--- src/rtl/spi_loader_pkg.sv ---
package spi_loader_pkg;
  localparam logic [7:0] OPC_WRITE = 8'h02;
  localparam logic [7:0] OPC_READ  = 8'h03;

  typedef enum logic [1:0] {
    OPK_NONE  = 2'd0,
    OPK_WRITE = 2'd1,
    OPK_READ  = 2'd2
  } op_kind_e;

  function automatic op_kind_e decode_op(input logic [7:0] opc);
    if (opc == OPC_WRITE)     return OPK_WRITE;
    else if (opc == OPC_READ) return OPK_READ;
    else                      return OPK_NONE;
  endfunction
endpackage

--- src/rtl/spi_edge_sync.sv ---
module spi_edge_sync #(
  parameter int STAGES = 2
) (
  input  logic clk,
  input  logic rst_n,
  input  logic sclk_i,
  input  logic cs_n_i,
  input  logic mosi_i,
  output logic sclk_rise,
  output logic sclk_fall,
  output logic cs_act,
  output logic mosi_s
);
  // bit order in each stage: {sclk, cs_n, mosi}
  localparam logic [2:0] IDLE = 3'b010;

  logic [2:0] stg_q [STAGES];
  logic       sclk_prev_q;
  logic       sclk_s;

  generate
    for (genvar i = 0; i < STAGES; i++) begin : g_stage
      always_ff @(posedge clk or negedge rst_n) begin
        if (!rst_n) stg_q[i] <= IDLE;
        else if (i == 0) stg_q[i] <= {sclk_i, cs_n_i, mosi_i};
        else stg_q[i] <= stg_q[(i == 0) ? 0 : i-1];
      end
    end
  endgenerate

  assign sclk_s = stg_q[STAGES-1][2];
  assign cs_act = ~stg_q[STAGES-1][1];
  assign mosi_s = stg_q[STAGES-1][0];

  always_ff @(posedge clk or negedge rst_n) begin
    if (!rst_n) sclk_prev_q <= 1'b0;
    else        sclk_prev_q <= sclk_s;
  end

  assign sclk_rise = cs_act &  sclk_s & ~sclk_prev_q;
  assign sclk_fall = cs_act & ~sclk_s &  sclk_prev_q;
endmodule

--- src/rtl/spi_frame_engine.sv ---
module spi_frame_engine
  import spi_loader_pkg::*;
#(
  parameter int CMD_W    = 8,
  parameter int ADDR_W   = 16,
  parameter int FRAME_W  = 16,
  parameter int RESULT_W = 4
) (
  input  logic                clk,
  input  logic                rst_n,
  input  logic                sclk_rise,
  input  logic                sclk_fall,
  input  logic                cs_act,
  input  logic                mosi_s,
  input  logic [RESULT_W-1:0] result_i,
  output logic                miso_o,
  output logic                wr_en_o,
  output logic [ADDR_W-1:0]   wr_addr_o,
  output logic [FRAME_W-1:0]  wr_data_o,
  output logic                from_base_o
);
  localparam int HDR_W = CMD_W + ADDR_W;
  localparam int CNT_W = $clog2(HDR_W);

  logic [HDR_W-1:0]   sh_q, sh_d, sh_next;
  logic [CNT_W-1:0]   cnt_q, cnt_d;
  logic               hdr_q, hdr_d;
  op_kind_e           op_q, op_d;
  logic [ADDR_W-1:0]  addr_q, addr_d;
  logic               base_q, base_d;
  logic               load_q, load_d;
  logic [FRAME_W-1:0] tx_q, tx_d, rd_frame;
  logic               miso_q, miso_d;
  logic               wr_en_q, wr_en_d;
  logic [ADDR_W-1:0]  wr_addr_q, wr_addr_d;
  logic [FRAME_W-1:0] wr_data_q, wr_data_d;

  assign sh_next  = {sh_q[HDR_W-2:0], mosi_s};
  assign rd_frame = {{(FRAME_W-RESULT_W){1'b0}}, result_i};

  always_comb begin
    sh_d = sh_q;     cnt_d = cnt_q;   hdr_d = hdr_q;   op_d = op_q;
    addr_d = addr_q; base_d = base_q; load_d = load_q; tx_d = tx_q;
    miso_d = miso_q; wr_en_d = 1'b0;  wr_addr_d = wr_addr_q; wr_data_d = wr_data_q;
    if (!cs_act) begin
      cnt_d = '0; hdr_d = 1'b0; op_d = OPK_NONE; load_d = 1'b0;
      tx_d = '0;  miso_d = 1'b0;
    end else begin
      if (sclk_rise) begin
        sh_d = sh_next;
        if (!hdr_q) begin
          if (cnt_q == CNT_W'(HDR_W-1)) begin
            cnt_d  = '0;
            hdr_d  = 1'b1;
            addr_d = sh_next[ADDR_W-1:0];
            base_d = (sh_next[ADDR_W-1:0] == '0);
            op_d   = decode_op(sh_next[HDR_W-1 -: CMD_W]);
            load_d = (decode_op(sh_next[HDR_W-1 -: CMD_W]) == OPK_READ);
          end else begin
            cnt_d = cnt_q + 1'b1;
          end
        end else if (cnt_q == CNT_W'(FRAME_W-1)) begin
          cnt_d     = '0;
          addr_d    = addr_q + 1'b1;
          wr_en_d   = (op_q == OPK_WRITE);
          wr_addr_d = addr_q;
          wr_data_d = sh_next[FRAME_W-1:0];
        end else begin
          cnt_d = cnt_q + 1'b1;
        end
      end
      if (sclk_fall) begin
        if (load_q) begin
          miso_d = rd_frame[FRAME_W-1];
          tx_d   = rd_frame << 1;
          load_d = 1'b0;
        end else begin
          miso_d = tx_q[FRAME_W-1];
          tx_d   = tx_q << 1;
        end
      end
    end
  end

  always_ff @(posedge clk or negedge rst_n) begin
    if (!rst_n) begin
      sh_q <= '0; cnt_q <= '0; hdr_q <= 1'b0; op_q <= OPK_NONE;
      addr_q <= '0; base_q <= 1'b0; load_q <= 1'b0; tx_q <= '0;
      miso_q <= 1'b0; wr_en_q <= 1'b0; wr_addr_q <= '0; wr_data_q <= '0;
    end else begin
      sh_q <= sh_d; cnt_q <= cnt_d; hdr_q <= hdr_d; op_q <= op_d;
      addr_q <= addr_d; base_q <= base_d; load_q <= load_d; tx_q <= tx_d;
      miso_q <= miso_d; wr_en_q <= wr_en_d; wr_addr_q <= wr_addr_d; wr_data_q <= wr_data_d;
    end
  end

  assign miso_o      = miso_q;
  assign wr_en_o     = wr_en_q;
  assign wr_addr_o   = wr_addr_q;
  assign wr_data_o   = wr_data_q;
  assign from_base_o = base_q;

  // an inactive select leaves the engine waiting for a new header
  p_bitcnt_clear_r7: assert property (@(posedge clk) disable iff (!rst_n)
    !cs_act |=> (cnt_q == '0 && !hdr_q));
  // data frames are only committed once a header has been taken
  p_wr_after_hdr_r1: assert property (@(posedge clk) disable iff (!rst_n)
    wr_en_q |-> hdr_q);
  // MISO idles low with select inactive
  p_miso_idle_r8: assert property (@(posedge clk) disable iff (!rst_n)
    !cs_act |=> !miso_q);
  // non-read transactions never drive a one
  p_miso_nonread_r8: assert property (@(posedge clk) disable iff (!rst_n)
    (hdr_q && op_q != OPK_READ) |-> !miso_q);
endmodule

--- src/rtl/sample_regbank.sv ---
module sample_regbank #(
  parameter int N_SAMPLES = 6,
  parameter int SAMPLE_W  = 17,
  parameter int FRAME_W   = 16,
  parameter int ADDR_W    = 16
) (
  input  logic                          clk,
  input  logic                          rst_n,
  input  logic                          wr_en_i,
  input  logic [ADDR_W-1:0]             wr_addr_i,
  input  logic [FRAME_W-1:0]            wr_data_i,
  input  logic                          from_base_i,
  output logic [N_SAMPLES*SAMPLE_W-1:0] samples_o,
  output logic                          start_o
);
  localparam int LOW_W   = SAMPLE_W - 1;
  localparam int N_ADDR  = 2 * N_SAMPLES;
  localparam int LAST_AD = N_ADDR - 1;

  generate
    for (genvar k = 0; k < N_SAMPLES; k++) begin : g_smp
      logic             hi_q, hi_d, hi_en;
      logic [LOW_W-1:0] lo_q, lo_d, lo_en;
      always_comb begin
        hi_en = wr_en_i && (wr_addr_i == ADDR_W'(2*k));
        lo_en = {LOW_W{wr_en_i && (wr_addr_i == ADDR_W'(2*k+1))}};
        hi_d  = wr_data_i[0];
        lo_d  = wr_data_i[LOW_W-1:0];
      end
      always_ff @(posedge clk or negedge rst_n) begin
        if (!rst_n) begin
          hi_q <= 1'b0;
          lo_q <= '0;
        end else begin
          if (hi_en)    hi_q <= hi_d;
          if (lo_en[0]) lo_q <= lo_d;
        end
      end
      assign samples_o[k*SAMPLE_W +: SAMPLE_W] = {hi_q, lo_q};
    end
  endgenerate

  logic start_q, start_d;
  always_comb start_d = wr_en_i && from_base_i && (wr_addr_i == ADDR_W'(LAST_AD));
  always_ff @(posedge clk or negedge rst_n) begin
    if (!rst_n) start_q <= 1'b0;
    else        start_q <= start_d;
  end
  assign start_o = start_q;

  // the start request lasts a single cycle
  p_start_single_r5: assert property (@(posedge clk) disable iff (!rst_n)
    start_o |=> !start_o);
  // a start request follows a write to the last sample address
  p_start_last_r5: assert property (@(posedge clk) disable iff (!rst_n)
    start_o |-> $past(wr_en_i && wr_addr_i == ADDR_W'(LAST_AD)));
endmodule

--- src/rtl/spi_sample_loader.sv ---
module spi_sample_loader #(
  parameter int N_SAMPLES   = 6,
  parameter int SAMPLE_W    = 17,
  parameter int RESULT_W    = 4,
  parameter int FRAME_W     = 16,
  parameter int ADDR_W      = 16,
  parameter int CMD_W       = 8,
  parameter int SYNC_STAGES = 2
) (
  input  logic                          clk,
  input  logic                          rst_n,
  input  logic                          spi_sclk,
  input  logic                          spi_cs_n,
  input  logic                          spi_mosi,
  output logic                          spi_miso,
  input  logic [RESULT_W-1:0]           result_i,
  output logic [N_SAMPLES*SAMPLE_W-1:0] samples_o,
  output logic                          start_o
);
  logic [1:0] rst_pipe_q;
  logic       rst_int_n;

  always_ff @(posedge clk or negedge rst_n) begin
    if (!rst_n) rst_pipe_q <= 2'b00;
    else        rst_pipe_q <= {rst_pipe_q[0], 1'b1};
  end
  assign rst_int_n = rst_pipe_q[1];

  logic sclk_rise, sclk_fall, cs_act, mosi_s;
  logic wr_en, from_base;
  logic [ADDR_W-1:0]  wr_addr;
  logic [FRAME_W-1:0] wr_data;

  spi_edge_sync #(.STAGES(SYNC_STAGES)) u_sync (
    .clk(clk), .rst_n(rst_int_n),
    .sclk_i(spi_sclk), .cs_n_i(spi_cs_n), .mosi_i(spi_mosi),
    .sclk_rise(sclk_rise), .sclk_fall(sclk_fall), .cs_act(cs_act), .mosi_s(mosi_s)
  );

  spi_frame_engine #(
    .CMD_W(CMD_W), .ADDR_W(ADDR_W), .FRAME_W(FRAME_W), .RESULT_W(RESULT_W)
  ) u_frame (
    .clk(clk), .rst_n(rst_int_n),
    .sclk_rise(sclk_rise), .sclk_fall(sclk_fall), .cs_act(cs_act), .mosi_s(mosi_s),
    .result_i(result_i), .miso_o(spi_miso),
    .wr_en_o(wr_en), .wr_addr_o(wr_addr), .wr_data_o(wr_data), .from_base_o(from_base)
  );

  sample_regbank #(
    .N_SAMPLES(N_SAMPLES), .SAMPLE_W(SAMPLE_W), .FRAME_W(FRAME_W), .ADDR_W(ADDR_W)
  ) u_bank (
    .clk(clk), .rst_n(rst_int_n),
    .wr_en_i(wr_en), .wr_addr_i(wr_addr), .wr_data_i(wr_data), .from_base_i(from_base),
    .samples_o(samples_o), .start_o(start_o)
  );
endmodule

--- config.mk ---
export PLATFORM = sky130hd
export DESIGN_NAME = spi_sample_loader
export DESIGN_NICKNAME = d
export VERILOG_FILES = /design/src/rtl/spi_loader_pkg.sv /design/src/rtl/spi_edge_sync.sv /design/src/rtl/spi_frame_engine.sv /design/src/rtl/sample_regbank.sv /design/src/rtl/spi_sample_loader.sv
export SDC_FILE = /design/constraint.sdc
export NUM_CORES = 1
export LEC_CHECK = 0
export ABC_CLOCK_PERIOD_IN_PS = 8660
export BUFFER_PORTS_ARGS = -buffer_cell sky130_fd_sc_hd__clkbuf_2
export CORE_MARGIN = 1.5
export CORE_UTILIZATION = 46
export DETAILED_ROUTE_END_ITERATION = 10
export GPL_ROUTABILITY_DRIVEN = 0
export PLACE_DENSITY = 0.69
export RECOVER_POWER = 100
export SLEW_MARGIN = 10
export SYNTH_ARGS = -nofsm -noshare
export SYNTH_HDL_FRONTEND = slang
export SYNTH_SLANG_ARGS = --single-unit
--- constraint.sdc ---
create_clock -name clk -period 8.66 [get_ports clk]
set_input_delay 0 -clock clk [delete_from_list [all_inputs] [get_ports clk]]
set_output_delay 0 -clock clk [all_outputs]
set_load 0.05 [all_outputs]
# Word level (Yosys, flattened, before mapping)

Index checks and enable logic that the tools add are counted.

Register bits after elaboration: 211
Input port bits: 9

Add/subtract/negate cells: 2
Equality and inequality tests: 19
Multiplexer cells: 35
Bitwise logic cells: 8
Reductions and logical operators: 25

Operators by type and width:

| kind                                                                    | count |
|---|---|
| 16-bit two-way mux                                                      | 6 |
| 16-bit by 3-bit equality test with 1-bit output (second input constant) | 4 |
| 16-bit by 4-bit equality test with 1-bit output (second input constant) | 4 |
| 16-bit by 2-bit equality test with 1-bit output (second input constant) | 2 |
| 16-bit zero test                                                        | 2 |
| 5-bit two-way mux                                                       | 5 |
| 1-bit two-way mux                                                       | 17 |
| 16-bit by 1-bit adder with 16-bit output (second input constant)        | 1 |
| 16-bit by 1-bit equality test with 1-bit output (second input constant) | 1 |
| 8-bit by 2-bit equality test with 1-bit output (second input constant)  | 2 |
| 1-bit logical AND                                                       | 14 |
| 2-bit two-way mux                                                       | 7 |
| 4-bit AND reduction                                                     | 3 |
| 2-bit nonzero test                                                      | 4 |
| 5-bit by 1-bit adder with 5-bit output (second input constant)          | 1 |
| 5-bit by 4-bit equality test with 1-bit output (second input constant)  | 1 |
| 5-bit equality test (second input constant)                             | 1 |
| 1-bit AND                                                               | 4 |
| 2-bit inequality test (second input constant)                           | 2 |
| 1-bit inverter                                                          | 4 |
| 3-bit AND reduction                                                     | 1 |
| 2-bit by 1-bit equality test with 1-bit output (second input constant)  | 1 |
| 2-bit equality test (second input constant)                             | 1 |
| 2-bit AND reduction                                                     | 1 |

# Depth between registers and ports, before layout

Word-level depth: 14
Gate-level depth with buffers: 10
Depth with buffers taken out: 8

# Cells and area by module

Synthesis repeated with hierarchy kept, for this count alone.

Cell total of the unflattened synthesis: 753
Area total of the unflattened synthesis: 8881.0 sq um

Modules (own cells, without submodules):

| module            | times used | cells each | area each (sq um) | sequential area each (sq um) |
|---|---|---|---|---|
| spi_frame_engine  | 1          | 495        | 4539.4            | 2452.4 |
| sample_regbank    | 1          | 245        | 4081.4            | 2577.5 |
| spi_edge_sync     | 1          | 10         | 206.4             | 177.7 |
| spi_sample_loader | 1          | 3          | 53.8              | 50.0 |

# Worst setup path before layout

Ideal clock, no wire load.

Path kind: reg-to-reg
Start point: register u_frame.wr_addr_q[5] (netlist: u_frame.wr_addr_o[5])
End point: register u_bank.g_smp[0].lo_q[10]
Library setup time: 0.125 ns
Data arrival time: 1.944 ns
Required time: 8.535 ns
Path slack: 6.591 ns
Stages on the path, launching flop included: 6
Path buffers: 1
Clock period less this slack: 2.069 ns
Cells stage by stage: dfrtp_1 > nor4_2 > nand3_4 > nor4b_4 > buf_8 > mux2_4

Longest elaborated chain between the ends: 2

Ends and longest elaborated chain:

| item                                            | line                   | RTL |
|---|---|---|
| start: declaration                              | spi_frame_engine.sv:35 | `logic [ADDR_W-1:0] wr_addr_q, wr_addr_d;` |
| start signal: assignment                        | spi_frame_engine.sv:93 | `miso_q <= miso_d; wr_en_q <= wr_en_d; wr_addr_q <= wr_addr_d; wr_data_q <= wr_data_d;` |
| 16-bit by 1-bit equality test with 1-bit output | sample_regbank.sv:26   | `lo_en = {LOW_W{wr_en_i && (wr_addr_i == ADDR_W'(2*k+1))}};` |
| 1-bit logical AND                               | sample_regbank.sv:26   |  |
| end signal: assignment                          | sample_regbank.sv:36   | `if (lo_en[0]) lo_q <= lo_d;` |
| end: declaration                                | sample_regbank.sv:23   | `logic [LOW_W-1:0] lo_q, lo_d, lo_en;` |

No other way between the ends.
A chain may end at the register's enable or synchronous reset.

# Worst setup path in the final report

Start point: register u_frame.wr_addr_q[5] (netlist: u_frame.wr_addr_o[5])
End point: register u_bank.g_smp[4].lo_q[8]

Longest elaborated chain between the ends: 2

Ends and longest elaborated chain:

| item                                            | line |
|---|---|
| 16-bit by 4-bit equality test with 1-bit output | sample_regbank.sv:26 |
| 1-bit logical AND                               | sample_regbank.sv:26 |
| end signal: assignment                          | sample_regbank.sv:36 |
| end: declaration                                | sample_regbank.sv:23 |

No other way between the ends.

==> reports/qor.txt <==
RUN STATUS
--------------------------------------------------------------------------------------
Result of the run ....................................................... finished with violations
Violations in the final reports ......................................... max-capacitance violations, max-slew violations

FLOORPLANNING
--------------------------------------------------------------------------------------
I/O pin total ...........................................................          113
Die Footprint ...........................................................  19800 sq um
Count of standard-cell rows .............................................           50
Vertical die dimension ..................................................  141 microns
Die X-Extent ............................................................  141 microns
Area of the core region .................................................  18600 sq um
Effective utilization at floorplan ......................................        46.7%

LOGIC SYNTHESIS
--------------------------------------------------------------------------------------
Post-synthesis compound-gate area fraction ..............................        5.76%
Cell area after synthesis ...............................................   8710 sq um
Number of distinct standard cells referenced by the synthesized netlist .           60
Largest family of logic cells by synthesized area ....................... simple AND/OR/NAND/NOR gates
Synthesized net count ...................................................          731
Mux contribution to synthesized area ....................................        15.0%
Count of flip-flops with a built-in enable after synthesis ..............            0
Post-synthesis simple-gate area fraction ................................        15.3%
Proportion of synthesized chip area in sequential cells .................        60.4%
Ys flop type ............................................................      dfrtp_1
Post-synthesis xor/xnor area fraction ...................................       0.101%
Number of flip-flops and latches in the synthesized netlist .............          210
Adder-cell area share of the yosys netlist ..............................       0.575%
Synth warnings ..........................................................            0
Proportion of synthesized flip-flops having asynchronous set or reset ...         100%
Avg Synthesized Cell Area ...............................................   12.1 sq um
Post-Synthesis Cells ....................................................          718

POWER AND IR DROP
--------------------------------------------------------------------------------------
Power share of the clock group ..........................................        49.6%
Max rail drop VDD .......................................................   0.000146 V
Lkg Pwr .................................................................      4.97 nW
Internal ................................................................      1.66 mW
Power per cell area .....................................................  210 nW/um^2
Combinational group share of total power ................................         2.1%
Part of the total power dissipated in sequential elements ...............        48.2%
Power spent charging and discharging nets ...............................     0.452 mW
Net switching fraction of the power .....................................        21.4%

CLOCKING
--------------------------------------------------------------------------------------
Clock sinks .............................................................          210
CTS Root Cell ...........................................................    clkbuf_16
Max clock buf depth .....................................................            3
Inserted Clock Buffers ..................................................           23
Clock transition at the registers of the reported paths .................      0.06 ns
Post-CTS Setup Bufs .....................................................            0
Clock Latency Late Sink .................................................      0.53 ns
TritonCTS clock tree ....................................................         done
H-Tree Level Count ......................................................            1

RUN
--------------------------------------------------------------------------------------
Total of max-cap violations .............................................            3

WORST SETUP PATH
--------------------------------------------------------------------------------------
Crit-path max FO ........................................................           16
Destination of the worst register-to-register timing path ............... u_bank.g_smp[4].lo_q[8]
Crit end category .......................................................    flip-flop
Worst Reg-to-Reg Cells ..................................................            4
CP startpoint kind ......................................................    flip-flop
Required time of the worst setup path ...................................      9.06 ns
Type of the worst setup path ............................................   reg -> reg
Reg2Reg Setup Slack .....................................................      4.70 ns
Origin of the critical flop-to-flop path ................................ u_frame.wr_addr_o[5]
Arrival time reported for the critical path endpoint ....................      4.37 ns

WORST HOLD PATH
--------------------------------------------------------------------------------------
Worst min-delay path endpoint ........................................... u_sync.stg_q[4]
Number of cells on the worst hold path ..................................            2
Min-delay src ...........................................................     spi_cs_n
Path type of the worst min-delay path ...................................    in -> reg

FINAL LAYOUT
--------------------------------------------------------------------------------------
Layout overhead on the synthesized area .................................        15.4%
Ant diodes ..............................................................            0
Share of post-route cells with drive strength above 1 ...................        16.7%
Post-layout utilization of the core .....................................        53.9%
FF+latch area ...........................................................   5260 sq um
Area of the multi-input gates ...........................................   3080 sq um
# nets final ............................................................          842
Final standard cell area without fillers ................................  10100 sq um
Filler cell count in the final layout ...................................         1646

STA
--------------------------------------------------------------------------------------
Clock Skews .............................................................    0.0210 ns
Setup Viol. Count Final .................................................            0
Number of pins with negative max-slew slack in the final report .........          127
RSZ-0062 raised after global routing ....................................           no
Worst hold-check slack ..................................................     0.136 ns
FMAX ....................................................................      252 MHz
Worst Tran Pin Value ....................................................      2.66 ns
Min cycle time layout ...................................................      3.96 ns
Final-report hold violation count .......................................            0
Total negative setup slack ..............................................         0 ns
Final cycle utilization of the critical path ............................        45.8%
Setup WS post-layout ....................................................      4.70 ns
Slew margin rel. ........................................................       -78.7%

ROUTE
--------------------------------------------------------------------------------------
DRC violation count after routing .......................................            0
Final wirelength ........................................................ 18300 microns
Post-DR vias/cell .......................................................         5.42
Routed WL per cell ...................................................... 16.9 microns
Violation count after the first detailed-routing iteration ..............          295
Via count ...............................................................         5857
Number of optimization iterations in the first detailed-route pass ......            5
Antenna Nets Post-Route .................................................            0

PLACED DESIGN
--------------------------------------------------------------------------------------
Pre-CTS worst setup slack ...............................................      5.87 ns
Detailed placement HPWL ................................................. 11800 microns
I/O Buffers .............................................................          112
Post-placement cell area ................................................   9420 sq um

GRT
--------------------------------------------------------------------------------------
Overflow left after global routing ......................................            0
Number of global-route vias before repair ...............................         5661
Initial antenna violation count .........................................            0
Total routing resource utilization after global routing .................        18.6%
First-pass GRT wire length .............................................. 29900 microns
Largest net degree at the start of global routing .......................          147

-- final cells by class --
class	instances	area share, %
Multi-Input combinational cell	458	30.6
Tap cell	234	2.91
Inverter	8	0.299
Timing Repair Buffer	128	5.64
Sequential cell	210	52.3
Clock buffer	31	6.42
Clock inverter	11	1.80
-- cell families (layout without fill, tap and decap cells) --
group	count (synthesis)	in the layout
xor gates and xnor gates	1	1
muxes	110	110
other	1	1
buffers and inverters	50	178
AOI/OAI and AO/OA	69	69
adders and majority gates	4	4
and+or+nand+nor	273	273
DFF	210	210
-- metal layers --
| layer | vias to the layer above | routed length, microns | GRT usage (%) |
|---|---|---|---|
| li1 | 2741 | - | - |
| met1 | 2881 | 8570 | 26.7 |
| met2 | 197 | 8190 | 29.3 |
| met3 | 38 | 1080 | 3.09 |
| met4 | 0 | 466 | 4.88 |
| met5 | - | 0 | 0 |
-- timing repair --
item | in CTS | in global routing
resized for setup | 0 | 0
hold buffers | 9 | 0
endpoints found under the hold margin | 9 | 0
-- synthesized netlist by cell type (3+ instances only) --
library cell / instances / share of area (%)
ha_1: 4 / 0.57
a31oi_1: 4 / 0.29
buf_1: 3 / 0.13
nor4_1: 11 / 0.79
mux2_4: 20 / 3.4
mux2_1: 3 / 0.39
nand4_1: 8 / 0.57
nor3_1: 8 / 0.46
mux2i_1: 5 / 0.57
nand2_1: 178 / 7.7
nand3b_1: 3 / 0.26
buf_4: 8 / 0.69
nor4_2: 3 / 0.43
nor3b_1: 5 / 0.43
nand3_1: 13 / 0.75
or3_1: 3 / 0.22
mux2_2: 82 / 11
nor2_1: 15 / 0.65
o22a_1: 3 / 0.30
a22o_1: 14 / 1.4
o32ai_1: 4 / 0.40
o21ai_0: 15 / 0.86
a21oi_1: 9 / 0.52
dfrtp_1: 208 / 60
clkbuf_1: 21 / 0.90
a22oi_1: 3 / 0.26
nand2b_1: 3 / 0.22
inv_1: 8 / 0.34
buf_2: 8 / 0.46
-- flip-flops by register name, indices dropped and copies added, names as in the netlist, 2 cells and up --
| signal | flops |
|---|---|
| u_bank.g_smp.lo_q | 96 |
| u_frame.op_q | 2 |
| u_frame.sh_q | 23 |
| u_frame.wr_addr_o | 16 |
| u_frame.wr_data_o | 16 |
| u_sync.stg_q | 4 |
| u_frame.addr_q | 16 |
| u_frame.cnt_q | 5 |
| u_bank.g_smp.hi_q | 6 |
| u_frame.tx_q | 15 |
| rst_pipe_q | 2 |
-- power by group through the flow --
stage | logic [mW] | registers [mW] | clock network [mW]
2_1_floorplan | 0.0228 | 1.04 | 0
3_3_place_gp | 0.0430 | 1.04 | 0
3_5_place_dp | 0.0437 | 1.04 | 0
4_1_cts | 0.0468 | 1.02 | 1.07
5_1_grt | 0.0533 | 1.02 | 1.11
6_report | 0.0452 | 1.02 | 1.05
-- worst max-delay path: stages, from the launching register on --
cell and delay [ns]:
dfrtp_1 0.38, nor4_1 0.46, nand3_1 0.41, nor3_1 2.13
mux2_2 0.48
-- stage by stage --
stage | power, mW | std cells
finish | 2.11 | 1080
global route | 2.18 | 1080
CTS | 2.13 | 1080
detailed placement | 1.08 | 1029
global placement | 1.08 | 1029
floorplan | 1.06 | 718
-- placed cells by master, fill, tap and decap left out, drive strengths merged, types with 5 or more instances in the layout --
master and instances:
nand3 14, inv 9, nor3b 5, mux2i 5
a22o 14, dfrtp 208, mux2 105, clkbuf 148
dlygate4sd3 9, nor4 14, nand2 178, a21oi 9
nand4 10, nor3 9, nor2 15, o21ai 15
-- how the worst max path moves through the flow --
stage	slack (ns)	end	startpoint	cells after the start
2_1_floorplan	2.38	u_bank.g_smp[0].hi_q	rst_pipe_q[1]	0
3_3_place_gp	5.89	u_frame.addr_q[13]	u_sync.stg_q[1]	5
3_5_place_dp	5.87	u_frame.addr_q[13]	u_sync.stg_q[1]	5
4_1_cts	5.85	u_frame.addr_q[13]	u_sync.stg_q[1]	5
5_1_grt	4.39	u_bank.g_smp[4].lo_q[10]	u_frame.wr_addr_o[5]	4
6_report	4.70	u_bank.g_smp[4].lo_q[8]	u_frame.wr_addr_o[5]	4
Note: power is estimated with default switching activity, not from simulation.
